File: src/rtl/mc_alu_pkg.sv
package mc_alu_pkg;

  // Logic-stage mode, encoded as {F0,F1}
  typedef enum logic [1:0] {
    FN_AND  = 2'b00,
    FN_OR   = 2'b01,
    FN_NOTB = 2'b10,
    FN_SUM  = 2'b11
  } alu_fn_e;

  // Control word; field order matches func[5:0]
  typedef struct packed {
    alu_fn_e fn;
    logic    ena;
    logic    enb;
    logic    inva;
    logic    inc;
  } alu_ctl_t;

  // Shift control, bit 1 = byte-left, bit 0 = halve
  typedef enum logic [1:0] {
    SH_NONE = 2'b00,
    SH_HALF = 2'b01,
    SH_BYTE = 2'b10,
    SH_BOTH = 2'b11
  } shift_sel_e;

endpackage

File: src/rtl/mc_alu_core.sv
module mc_alu_core
  import mc_alu_pkg::*;
#(
  parameter int DATA_W = 32
) (
  input  alu_ctl_t            ctl,
  input  logic [DATA_W-1:0]   a_in,
  input  logic [DATA_W-1:0]   b_in,
  output logic [DATA_W-1:0]   res
);

  logic [DATA_W-1:0] a_gated;
  logic [DATA_W-1:0] a_eff;
  logic [DATA_W-1:0] b_eff;
  logic [DATA_W-1:0] carry_in;

  always_comb begin
    a_gated  = ctl.ena ? a_in : '0;
    a_eff    = ctl.inva ? ~a_gated : a_gated;
    b_eff    = ctl.enb ? b_in : '0;
    carry_in = {{(DATA_W-1){1'b0}}, ctl.inc};
  end

  // Carry out of the top bit is discarded by the result width
  always_comb begin
    case (ctl.fn)
      FN_AND:  res = a_eff & b_eff;
      FN_OR:   res = a_eff | b_eff;
      FN_NOTB: res = ~b_eff;
      FN_SUM:  res = a_eff + b_eff + carry_in;
      default: res = '0;
    endcase
  end

endmodule

File: src/rtl/mc_alu_shifter.sv
module mc_alu_shifter
  import mc_alu_pkg::*;
#(
  parameter int DATA_W  = 32,
  parameter int BYTE_SH = 8
) (
  input  shift_sel_e          sel,
  input  logic [DATA_W-1:0]   d_in,
  output logic [DATA_W-1:0]   d_out
);

  logic [DATA_W-1:0] up_val;
  logic [DATA_W-1:0] half_val;

  generate
    if (BYTE_SH > 0 && BYTE_SH < DATA_W) begin : g_up
      assign up_val = {d_in[DATA_W-BYTE_SH-1:0], {BYTE_SH{1'b0}}};
    end else begin : g_up_zero
      assign up_val = '0;
    end
  endgenerate

  assign half_val = {d_in[DATA_W-1], d_in[DATA_W-1:1]};

  always_comb begin
    case (sel)
      SH_BYTE: d_out = up_val;
      SH_HALF: d_out = half_val;
      default: d_out = d_in;
    endcase
  end

endmodule

File: src/rtl/mc_flag_reg.sv
module mc_flag_reg (
  input  logic clk,
  input  logic rst_n,
  input  logic n_d,
  input  logic z_d,
  output logic n_q,
  output logic z_q
);

  always_ff @(posedge clk or negedge rst_n) begin
    if (!rst_n) begin
      n_q <= 1'b0;
      z_q <= 1'b0;
    end else begin
      n_q <= n_d;
      z_q <= z_d;
    end
  end


  flag_capture_chk: assert property (@(posedge clk) disable iff (!rst_n)
    1'b1 |=> (n_q == $past(n_d)) && (z_q == $past(z_d)));

endmodule

File: src/rtl/mc_alu_shift.sv
module mc_alu_shift
  import mc_alu_pkg::*;
#(
  parameter int DATA_W  = 32,
  parameter int BYTE_SH = 8
) (
  input  logic              clk,
  input  logic              rst_n,
  input  logic [DATA_W-1:0] op_a,
  input  logic [DATA_W-1:0] op_b,
  input  logic [5:0]        func,
  input  logic [1:0]        shift,
  output logic [DATA_W-1:0] c_out,
  output logic              n_now,
  output logic              z_now,
  output logic              n_q,
  output logic              z_q
);

  localparam int MSB = DATA_W - 1;

  alu_ctl_t          ctl;
  shift_sel_e        sh_sel;
  logic [DATA_W-1:0] alu_res;

  assign ctl    = alu_ctl_t'(func);
  assign sh_sel = shift_sel_e'(shift);

  mc_alu_core #(.DATA_W(DATA_W)) u_core (
    .ctl  (ctl),
    .a_in (op_a),
    .b_in (op_b),
    .res  (alu_res)
  );

  mc_alu_shifter #(.DATA_W(DATA_W), .BYTE_SH(BYTE_SH)) u_shift (
    .sel   (sh_sel),
    .d_in  (alu_res),
    .d_out (c_out)
  );

  // Flags come from the logic stage, ahead of the shifter
  assign n_now = alu_res[MSB];
  assign z_now = (alu_res == '0);

  mc_flag_reg u_flags (
    .clk   (clk),
    .rst_n (rst_n),
    .n_d   (n_now),
    .z_d   (z_now),
    .n_q   (n_q),
    .z_q   (z_q)
  );


  byte_fill_chk: assert property (@(posedge clk) disable iff (!rst_n)
    (shift == 2'b10) |-> (c_out[BYTE_SH-1:0] == '0));


  half_sign_chk: assert property (@(posedge clk) disable iff (!rst_n)
    (shift == 2'b01) |-> (c_out[MSB] == n_now));


  zero_flag_chk: assert property (@(posedge clk) disable iff (!rst_n)
    (z_now && (shift != 2'b10)) |-> (c_out == '0));


  pass_b_chk: assert property (@(posedge clk) disable iff (!rst_n)
    (func == 6'b010100 && (shift == 2'b00)) |-> (c_out == op_b));

endmodule

File: config.mk
export PLATFORM = sky130hd
export DESIGN_NAME = mc_alu_shift
export DESIGN_NICKNAME = d
export VERILOG_FILES = /design/src/rtl/mc_alu_pkg.sv /design/src/rtl/mc_alu_core.sv /design/src/rtl/mc_alu_shifter.sv /design/src/rtl/mc_flag_reg.sv /design/src/rtl/mc_alu_shift.sv
export SDC_FILE = /design/constraint.sdc
export NUM_CORES = 1
export LEC_CHECK = 0
export ABC_AREA = 1
export BUFFER_PORTS_ARGS = -buffer_cell sky130_fd_sc_hd__buf_4
export CAP_MARGIN = 30
export CORE_MARGIN = 10
export CORE_UTILIZATION = 40
export CTS_CLUSTER_SIZE = 30
export DETAILED_ROUTE_END_ITERATION = 7
export HOLD_SLACK_MARGIN = 0.06
export SLEW_MARGIN = 20
export SYNTH_ARGS = -nofsm -noshare
export SYNTH_HDL_FRONTEND = slang
export SYNTH_SLANG_ARGS = --single-unit
File: constraint.sdc
create_clock -name clk -period 4.1 [get_ports clk]
set_clock_uncertainty 0.05 [all_clocks]
set_input_delay 0.41 -clock clk [delete_from_list [all_inputs] [get_ports clk]]
set_output_delay 0.41 -clock clk [all_outputs]
set_load 0.005 [all_outputs]
==> results of run 1 <==
[worst max-delay path by stage]
stage	startpoint	endpoint
after floorplan	func[1]	z_now
after global placement	func[3]	z_now
after detailed placement	func[3]	z_now
after CTS	func[3]	z_now
after global routing	func[3]	z_now
final	func[3]	z_now
[per-layer routing]
metal	wire, um	vias up	share of wire [%]
li1	-	3295	-
met5	0	-	0
met4	171	0	0.86
met1	9910	2756	50
met3	1320	10	6.7
met2	8410	262	42
[area by class of cell]
cell class,count,area [sq um],share of cell area (%)
multi-input cells,764,4120,67.0
well taps,168,210,3.42
inverters,200,751,12.2
repair buffers,124,946,15.4
flip-flops and latches,2,50.0,0.813
clock buffers,3,75.1,1.22
[critical path, stage by stage]
cell and delay, ns:
buf_4 0.13, nand2_1 0.07, xor2_1 0.19, fa_2 0.40, fa_1 0.46, inv_1 0.12, nand2_1 0.08, nand2_1 0.10
nand3_1 0.10, nand2_1 0.13, nand2_1 0.08, nand2_1 0.10, nand2_1 0.08, nand2_1 0.06, nand2_1 0.04, nand3_1 0.07
nand2_1 0.05, nand2_1 0.14, nand2_1 0.06, nor2_1 0.09, nand3_1 0.11, nor2_1 0.16, buf_4 0.14
[through the flow]
stage / utilization [%] / setup WS (ns) / hold slack (ns) / cell area, sq um / total power [mW]
after CTS: 50.4 / 0.227 / 0.461 / 6130 / 1.12
after detailed placement: 49.7 / 0.234 / 0.143 / 6050 / 0.964
final: 50.6 / 0.278 / 0.463 / 6150 / 1.13
after floorplan: - / 0.260 / 0.0644 / 5040 / 0.621
after global placement: 49.7 / 0.297 / 0.144 / 6050 / 0.967
after global routing: 50.6 / 0.00846 / 0.465 / 6150 / 1.26
[cell usage in the layout, fill, tap and decap left out, types with 2 or more instances in the layout]
cell       synthesis  layout
nand2_1          373     371
inv_1            195     195
buf_4              0     122
nand3_1           66      66
ha_1              66      65
o21ai_0           61      61
nor2_1            51      51
a21oi_1           33      33
xor2_1            32      31
o221ai_1          21      21
o22ai_1            9       9
o21ai_1            9       8
nand3b_1           8       8
nor3_1             7       7
nand4_1            5       5
or2_2              5       5
inv_2              4       4
o21bai_1           3       3
nand2_2            1       3
clkbuf_16          0       3
a22oi_1            2       2
nor4_1             2       2
and2_1             2       2
dfrtp_1            2       2
[kinds of logic after synthesis]
kind of cell,after synthesis
buffers and inverters,232
AND/OR/NAND/NOR,524
XOR/XNOR,32
adder cells (fa/ha/maj),68
AO/OA/AOI/OAI,140
flip-flops,2
[power groups by stage]
stage | combinational, mW | sequential [mW] | clock (mW)
floorplan | 0.599 | 0.0221 | 0
global placement | 0.945 | 0.0218 | 0
finish | 0.959 | 0.0218 | 0.148
global route | 1.08 | 0.0220 | 0.153
detailed placement | 0.942 | 0.0219 | 0
CTS | 0.946 | 0.0218 | 0.150
[registers in the layout, indices dropped and copies added, names as in the netlist]
register and cells:
u_flags.z_q 1, u_flags.n_q 1
[timing repair]
action,4_1_cts,5_1_grt
hold buffers,1,0
resized for setup,0,6
hold endpoints to repair,2,0
endpoints found under the setup margin,0,1
setup buffers,0,0
==> impl_metrics.py, run 1 <==
metrics = {
    "power_and_ir_drop": {
        "p_int_mw": 0.507,
        "pwr-share-seq_pct": 1.9,
        "ir_drop_v": 0.000100,
        "p_leak_nw": 3.80,
        "clkPwrFrac_pct": 13.1,
        "power.switching_mw": 0.622,
        "power_frac_comb_pct": 85.0,
        "power_density_nw_per_um2": 183,
        "swShare_pct": 55.1,
    },
    "placement": {
        "gp_congestion": 0.969,
        "io_buffers": 109,
        "dp_cells": 1257,
        "hpwlAfterDp_um": 16400,
    },
    "clock_network": {
        "ctsLongestPathBuffers": 2,
        "path_clk_slew_ns": 0.03,
        "cts.sink_count": 2,
        "cts_buffers": 3,
        "cts_tree": "yes",
        "htreeDepth": 1,
        "cts_root_buffer": "clkbuf_16",
    },
    "logic_synthesis": {
        "post-synth-top-count-cell": "nand2_1",
        "synthAdderAreaFrac_pct": 17.2,
        "synth_simple_gate_area_share_pct": 42.6,
        "synth_compound_area_share_pct": 16.0,
        "ys_ff_latch": 2,
        "syn_area_per_cell_sq_um": 5.05,
        "synth_top_area_share_pct": 27.8,
        "yosysSeqAreaShare_pct": 0.993,
        "synth_mux_area_share_pct": 0,
        "synthArstFlopShare_pct": 100,
        "synth_xor_area_share_pct": 5.56,
        "yosys-top-cells-count": "nand2_1 (373), inv_1 (195), ha_1 (66), nand3_1 (66), o21ai_0 (61)",
        "netlist_top_cells_area": "nand2_1 (28%), ha_1 (16%), inv_1 (15%), nand3_1 (6.6%), o21ai_0 (6.1%)",
        "synthDistinctLibCells": 34,
        "syn_nets": 1140,
        "syn_area_sq_um": 5040,
        "synth_top_flop_cell": "dfrtp_1",
        "syn-instance-count": 998,
        "synth_edf_count": 0,
        "synth-warning-count": 0,
        "synth_top_family_by_area": "simple AND/OR/NAND/NOR gates",
        "yosys.area.top_type": "nand2_1",
    },
    "critical_path": {
        "cp.required_ns": 3.64,
        "end_kind": "output port",
        "crit_type": "in2out",
        "cp.arrival_ns": 3.36,
        "start_kind": "input pin",
        "crit_path_max_fanout": 8,
    },
    "final_layout": {
        "layoutNonFillerInstCount": 1261,
        "fillers": 1379,
        "layout-drive-gt1-share_pct": 13.3,
        "fin_nets": 1237,
        "num_antenna_cells": 0,
        "area_growth_pct": 22.1,
    },
    "floorplan": {
        "ios": 110,
        "die_area_sq_um": 17500,
        "rows": 40,
        "fp.dieH_um": 132,
        "core-area_sq_um": 12200,
        "die_w_um": 132,
        "start_util_pct": 41.5,
    },
    "timing": {
        "worstMarginPinSlew_ns": 0.720,
        "max_freq_ghz": 0.262,
        "post-route-min-period_ns": 3.82,
        "rsz0062_at_grt": "no",
        "max_slew_margin_pct": 51.8,
        "setup-tns-final_ns": 0,
        "post-route-period-util_pct": 93.2,
        "final_hold_viol_count": 0,
        "drv_slew": 0,
        "final-setup-viol-count": 0,
    },
    "grt": {
        "grt_use_met3_pct": 1.91,
        "antenna_found_initial": 0,
        "gr-total-overflow": 0,
        "grt_use_met1_pct": 31.3,
        "gr-max-usage-layer": "met2",
        "grt_first_pass_wirelength_um": 31800,
        "grt_start_max_net_pins": 34,
        "use_met2_pct": 34.1,
        "grt_pass1_vias": 5974,
        "track_usage_pct": 21.6,
    },
    "drt": {
        "drtIter0Drc": 676,
        "vias_per_cell": 5.01,
        "wl_per_cell_um": 15.7,
        "route.detailed.drc": 0,
        "wl_um": 19800,
        "drt_first_pass_iters": 5,
        "drtAntennaViolNets": 0,
        "vias": 6323,
    },
    "status": {
        "status": "finished clean",
    },
    "flow_run": {
        "max-cap-violations": 0,
    },
    "worst_hold_path": {
        "hold_class": "in2async",
    },
}
Note: power is estimated with default switching activity, not from simulation.
==> inputs of run 2 (changes only) <==
--- a/config.mk
+++ b/config.mk
@@ -14,2 +14,3 @@
 export DETAILED_ROUTE_END_ITERATION = 7
+export GPL_TIMING_DRIVEN = 0
 export HOLD_SLACK_MARGIN = 0.06
--- a/constraint.sdc
+++ b/constraint.sdc
@@ -4,2 +4,2 @@
 set_output_delay 0.41 -clock clk [all_outputs]
-set_load 0.005 [all_outputs]
+set_load 0.1 [all_outputs]
==> impl_metrics.py, run 2 (synthesis results as in run 1) <==
metrics = {
    "timing": {
        "max_slew_margin_pct": 45.2,
        "post-route-period-util_pct": 96.3,
        "worstMarginPinSlew_ns": 0.822,
        "final-setup-viol-count": 0,
        "post-route-min-period_ns": 3.95,
        "final_hold_viol_count": 0,
        "drv_slew": 0,
        "max_freq_ghz": 0.253,
    },
    "final_layout": {
        "layoutNonFillerInstCount": 1289,
        "fin_nets": 1265,
        "regArea_sq_um": 50.0,
        "layout-drive-gt1-share_pct": 18.9,
        "final_area_sq_um": 6670,
        "layout_commonest_cell": "nand2_1",
        "final_cell_mix": "nand2_1 (356), inv_1 (194), buf_4 (118)",
        "multi_input_area_sq_um": 4450,
        "area_growth_pct": 32.4,
        "top_regs": "u_flags.n_q (1), u_flags.z_q (1)",
        "fillers": 1346,
        "num_antenna_cells": 0,
    },
    "placement": {
        "dp_cells": 1274,
        "io_buffers": 108,
        "hpwlAfterDp_um": 17300,
        "gp_congestion": 0.971,
        "dpl_cell_area_sq_um": 6290,
    },
    "clock_network": {
        "htreeDepth": 1,
        "cts_buffers": 3,
        "cts.sink_count": 2,
        "path_clk_slew_ns": 0.03,
        "cts_root_buffer": "clkbuf_16",
        "cts_tree": "yes",
        "ctsLongestPathBuffers": 2,
    },
    "grt": {
        "track_usage_pct": 22.3,
        "grt_start_max_net_pins": 11,
        "antenna_found_initial": 0,
        "grt_pass1_vias": 5997,
        "grt_first_pass_wirelength_um": 32100,
        "gr-total-overflow": 0,
    },
    "drt": {
        "drtIter0Drc": 485,
        "vias_per_cell": 5.09,
        "wl_um": 20800,
        "wl_per_cell_um": 16.1,
        "drtAntennaViolNets": 0,
        "vias": 6564,
        "drt_first_pass_iters": 5,
        "route.detailed.drc": 0,
    },
    "flow_run": {
        "max-cap-violations": 0,
    },
    "power_and_ir_drop": {
        "p_leak_nw": 3.95,
        "ir_drop_v": 0.000139,
        "power_density_nw_per_um2": 242,
    },
    "critical_path": {
        "start_kind": "input pin",
        "cp.arrival_ns": 3.49,
        "crit_path_max_fanout": 6,
        "end_kind": "output port",
        "cp.required_ns": 3.64,
        "crit_type": "in2out",
    },
    "worst_hold_path": {
        "hold_class": "in2async",
    },
    "floorplan": {
        "rows": 40,
        "ios": 110,
        "die_area_sq_um": 17500,
        "fp.dieH_um": 132,
        "die_w_um": 132,
        "core-area_sq_um": 12200,
        "start_util_pct": 41.5,
    },
    "status": {
        "status": "finished clean",
    },
}
==> run 2: cell types whose count changed in the layout (fill, tap and decap cells not counted), sizes merged <==
cell    previous run  this run
buf              123       133
clkbuf             3        21
==> run 2: path summary, 6_finish.rpt <==
kind	cells after the start	slack, ns	startpoint	to
setup / recovery	22	0.15	func[3]	z_now
hold / removal	2	0.47	rst_n	u_flags.n_q
max in group asynchronous	2	3.44	rst_n	u_flags.z_q
min in group clk	4	0.61	op_b[31]	u_flags.n_q
==> run 2: metrics by stage <==
step | setup WS [ns] | util (%) | setup TNS [ns] | hold slack (ns) | total power [mW]
finish | 0.152 | 54.9 | 0 | 0.470 | 1.61
detailed placement | -0.580 | 51.7 | -3.33 | 0.144 | 1.40
floorplan | -0.206 | - | -0.598 | 0.0644 | 1.05
global placement | -0.576 | 51.7 | -3.28 | 0.143 | 1.40
CTS | 0.0171 | 53.5 | 0 | 0.474 | 1.58
global route | -0.000813 | 54.9 | -0.000813 | 0.477 | 1.74
==> run 2: power breakdown <==
part	total [mW]	switching [mW]	internal [mW]
clock network	0.146	0.0222	0.124
logic	1.45	1.03	0.412
registers	0.0218	0.000506	0.0213
==> run 2: final cells by class <==
type | instances | area share (%)
Multi-Input combinational cell | 764 | 66.7
Clock buffer | 3 | 1.12
Inverter | 200 | 11.2
Timing Repair Buffer | 121 | 14.1
Buffer | 31 | 2.91
Sequential cell | 2 | 0.750
Tap cell | 168 | 3.15
==> run 2: what timing repair did <==
item	4_1_cts	5_1_grt
gates cloned	0	0
pin swaps	5	12
hold buffers	1	0
hold endpoints to repair	2	0
setup endpoints to repair	17	20
gates resized for setup	23	33
setup buffers	3	9
==> run 2: per-layer routing <==
layer / up-vias / wire length [um] / track usage (%)
li1: 3362 / - / -
met1: 2946 / 10100 / 31.4
met2: 233 / 8860 / 34.8
met3: 23 / 1390 / 2.63
met4: 0 / 427 / 5.26
met5: - / 0 / 0
==> run 2: critical path: stages <==
cell and delay (ns):
buf_4 0.12, clkbuf_16 0.15, nand2_1 0.08, xor2_2 0.18, fa_2 0.40, buf_4 0.14
inv_1 0.11, nand3_1 0.11, nand2_2 0.12, nand2_1 0.07, nand2_1 0.11, nand2_1 0.08
nand2_1 0.16, nand3_1 0.20, nand2_1 0.12, nand2_1 0.05, nand3_1 0.10, nand4_4 0.14
nor2_1 0.16, nand3_2 0.11, nor2_4 0.16, buf_12 0.19
==> inputs of run 3 (changes only) <==
CELL_PAD_IN_SITES_DETAIL_PLACEMENT = 1   (was unset)
CELL_PAD_IN_SITES_GLOBAL_PLACEMENT = 1   (was unset)
CORE_UTILIZATION = 37   (was 40)
PLACE_DENSITY_LB_ADDON = 0.1   (was unset)
==> impl_metrics.py, run 3 (synthesis results as in run 1) <==
metrics = {
    "clock_network": {
        "cts_root_buffer": "clkbuf_16",
        "ctsLongestPathBuffers": 2,
        "htreeDepth": 1,
        "path_clk_slew_ns": 0.03,
        "cts_tree": "yes",
        "cts.sink_count": 2,
        "cts_buffers": 3,
    },
    "timing": {
        "final_hold_viol_count": 0,
        "post-route-min-period_ns": 4.02,
        "max_freq_ghz": 0.249,
        "final-setup-viol-count": 0,
        "max_slew_margin_pct": 40.3,
        "worstMarginPinSlew_ns": 0.895,
        "setup_slack_ns": 0.0817,
        "post-route-period-util_pct": 98.0,
        "drv_slew": 0,
        "setup-tns-final_ns": 0,
    },
    "critical_path": {
        "end_kind": "output port",
        "crit_path_max_fanout": 5,
        "cp.required_ns": 3.64,
        "cp.arrival_ns": 3.56,
        "crit_type": "in2out",
        "start_kind": "input pin",
    },
    "worst_hold_path": {
        "hold_class": "in2async",
    },
    "grt": {
        "grt_first_pass_wirelength_um": 36300,
        "gr-total-overflow": 0,
        "grt_pass1_vias": 6955,
        "grt_start_max_net_pins": 11,
        "track_usage_pct": 23.8,
        "antenna_found_initial": 0,
    },
    "final_layout": {
        "layoutNonFillerInstCount": 1298,
        "area_growth_pct": 33.5,
        "fin_nets": 1266,
        "layout-drive-gt1-share_pct": 19.4,
        "layout_commonest_cell": "nand2_1",
        "top_regs": "u_flags.n_q (1), u_flags.z_q (1)",
        "num_antenna_cells": 0,
        "final_cell_mix": "nand2_1 (355), inv_1 (194), buf_4 (118)",
    },
    "drt": {
        "wl_per_cell_um": 18.2,
        "vias": 6838,
        "drtAntennaViolNets": 0,
        "wl_um": 23600,
        "route.detailed.drc": 0,
        "vias_per_cell": 5.27,
        "drtIter0Drc": 354,
        "drt_first_pass_iters": 7,
    },
    "power_and_ir_drop": {
        "ir_drop_v": 0.000118,
        "p_leak_nw": 3.96,
        "finalPower_mw": 1.66,
        "power_density_nw_per_um2": 247,
    },
    "floorplan": {
        "die_area_sq_um": 18700,
        "ios": 110,
        "rows": 42,
        "start_util_pct": 37.9,
        "die_w_um": 137,
        "fp.dieH_um": 137,
        "core-area_sq_um": 13300,
    },
    "placement": {
        "dp_slack_ns": -0.632,
        "gp_congestion": 0.939,
        "io_buffers": 108,
        "hpwlAfterDp_um": 19000,
        "dp_cells": 1282,
    },
    "flow_run": {
        "max-cap-violations": 0,
    },
    "status": {
        "status": "finished clean",
    },
}
==> run 3: cell count changes in the layout (fill, tap and decap cells not counted), moves of 2 or more <==
cell	change
buf_6	+2
nand2_2	+2
nor3_1	-2
nor3_2	+2
o21ai_0	-2
xor2_1	+2
xor2_2	-2
==> run 3: final cells by class <==
type                            instances  area, sq um
Sequential cell                         2         50.0
Timing Repair Buffer                  122          967
Fill cell                            1958         6570
Multi-Input combinational cell        764         4470
Tap cell                              176          220
Buffer                                 31          199
Inverter                              200          751
Clock buffer                            3         75.1
==> run 3: repair_timing <==
| action | CTS | global route |
|---|---|---|
| hold buffers | 1 | 0 |
| resized for setup | 29 | 38 |
| endpoints found under the hold margin | 2 | 0 |
| pin swaps | 9 | 11 |
| setup endpoints to repair | 20 | 18 |
| buffers inserted | 4 | 9 |
==> run 3: metrics by stage <==
stage	util, %	area (sq um)	hold WS, ns
after global placement	47.4	6300	0.143
after CTS	49.1	6530	0.460
after floorplan	-	5270	0.0644
final	50.6	6730	0.463
after global routing	50.6	6730	0.478
after detailed placement	47.4	6300	0.146
==> run 3: worst max-delay path by stage <==
stage,to,cells after the start,start
after floorplan,c_out[16],14,func[1]
after global placement,z_now,24,func[3]
after detailed placement,z_now,24,func[3]
after CTS,c_out[25],19,func[3]
after global routing,z_now,24,func[3]
final,z_now,24,func[3]
==> run 3: where the power goes <==
group          total [mW]  switching [mW]  internal, mW
Combinational        1.49            1.07         0.418
Clock               0.150          0.0258         0.124
Sequential         0.0218        0.000504        0.0213
Total                1.66            1.10         0.564
==> run 3: layer usage <==
layer / share of wire [%] / GRT usage [%] / routed length [um]
met5: 0 / 0 / 0
met3: 5.3 / 2.31 / 1240
met4: 0.92 / 3.79 / 217
met2: 48 / 41.6 / 11300
met1: 46 / 31.3 / 10900
==> run 3: worst max-delay path: stages <==
cell and delay, ns:
buf_4 0.13, clkbuf_16 0.15, nand2_1 0.09, xor2_2 0.22, fa_2 0.40, fa_2 0.36
inv_2 0.09, nand2_2 0.07, nand2_2 0.11, nand3_4 0.09, nand2_4 0.10, nand2_2 0.08
nand2_4 0.09, nand2_1 0.06, nand3_1 0.08, nand2_2 0.08, nand2_4 0.10, nand2_1 0.06
nor2_1 0.11, nand2_1 0.08, nor2_2 0.15, nand3_2 0.10, nor2_4 0.16, buf_12 0.19
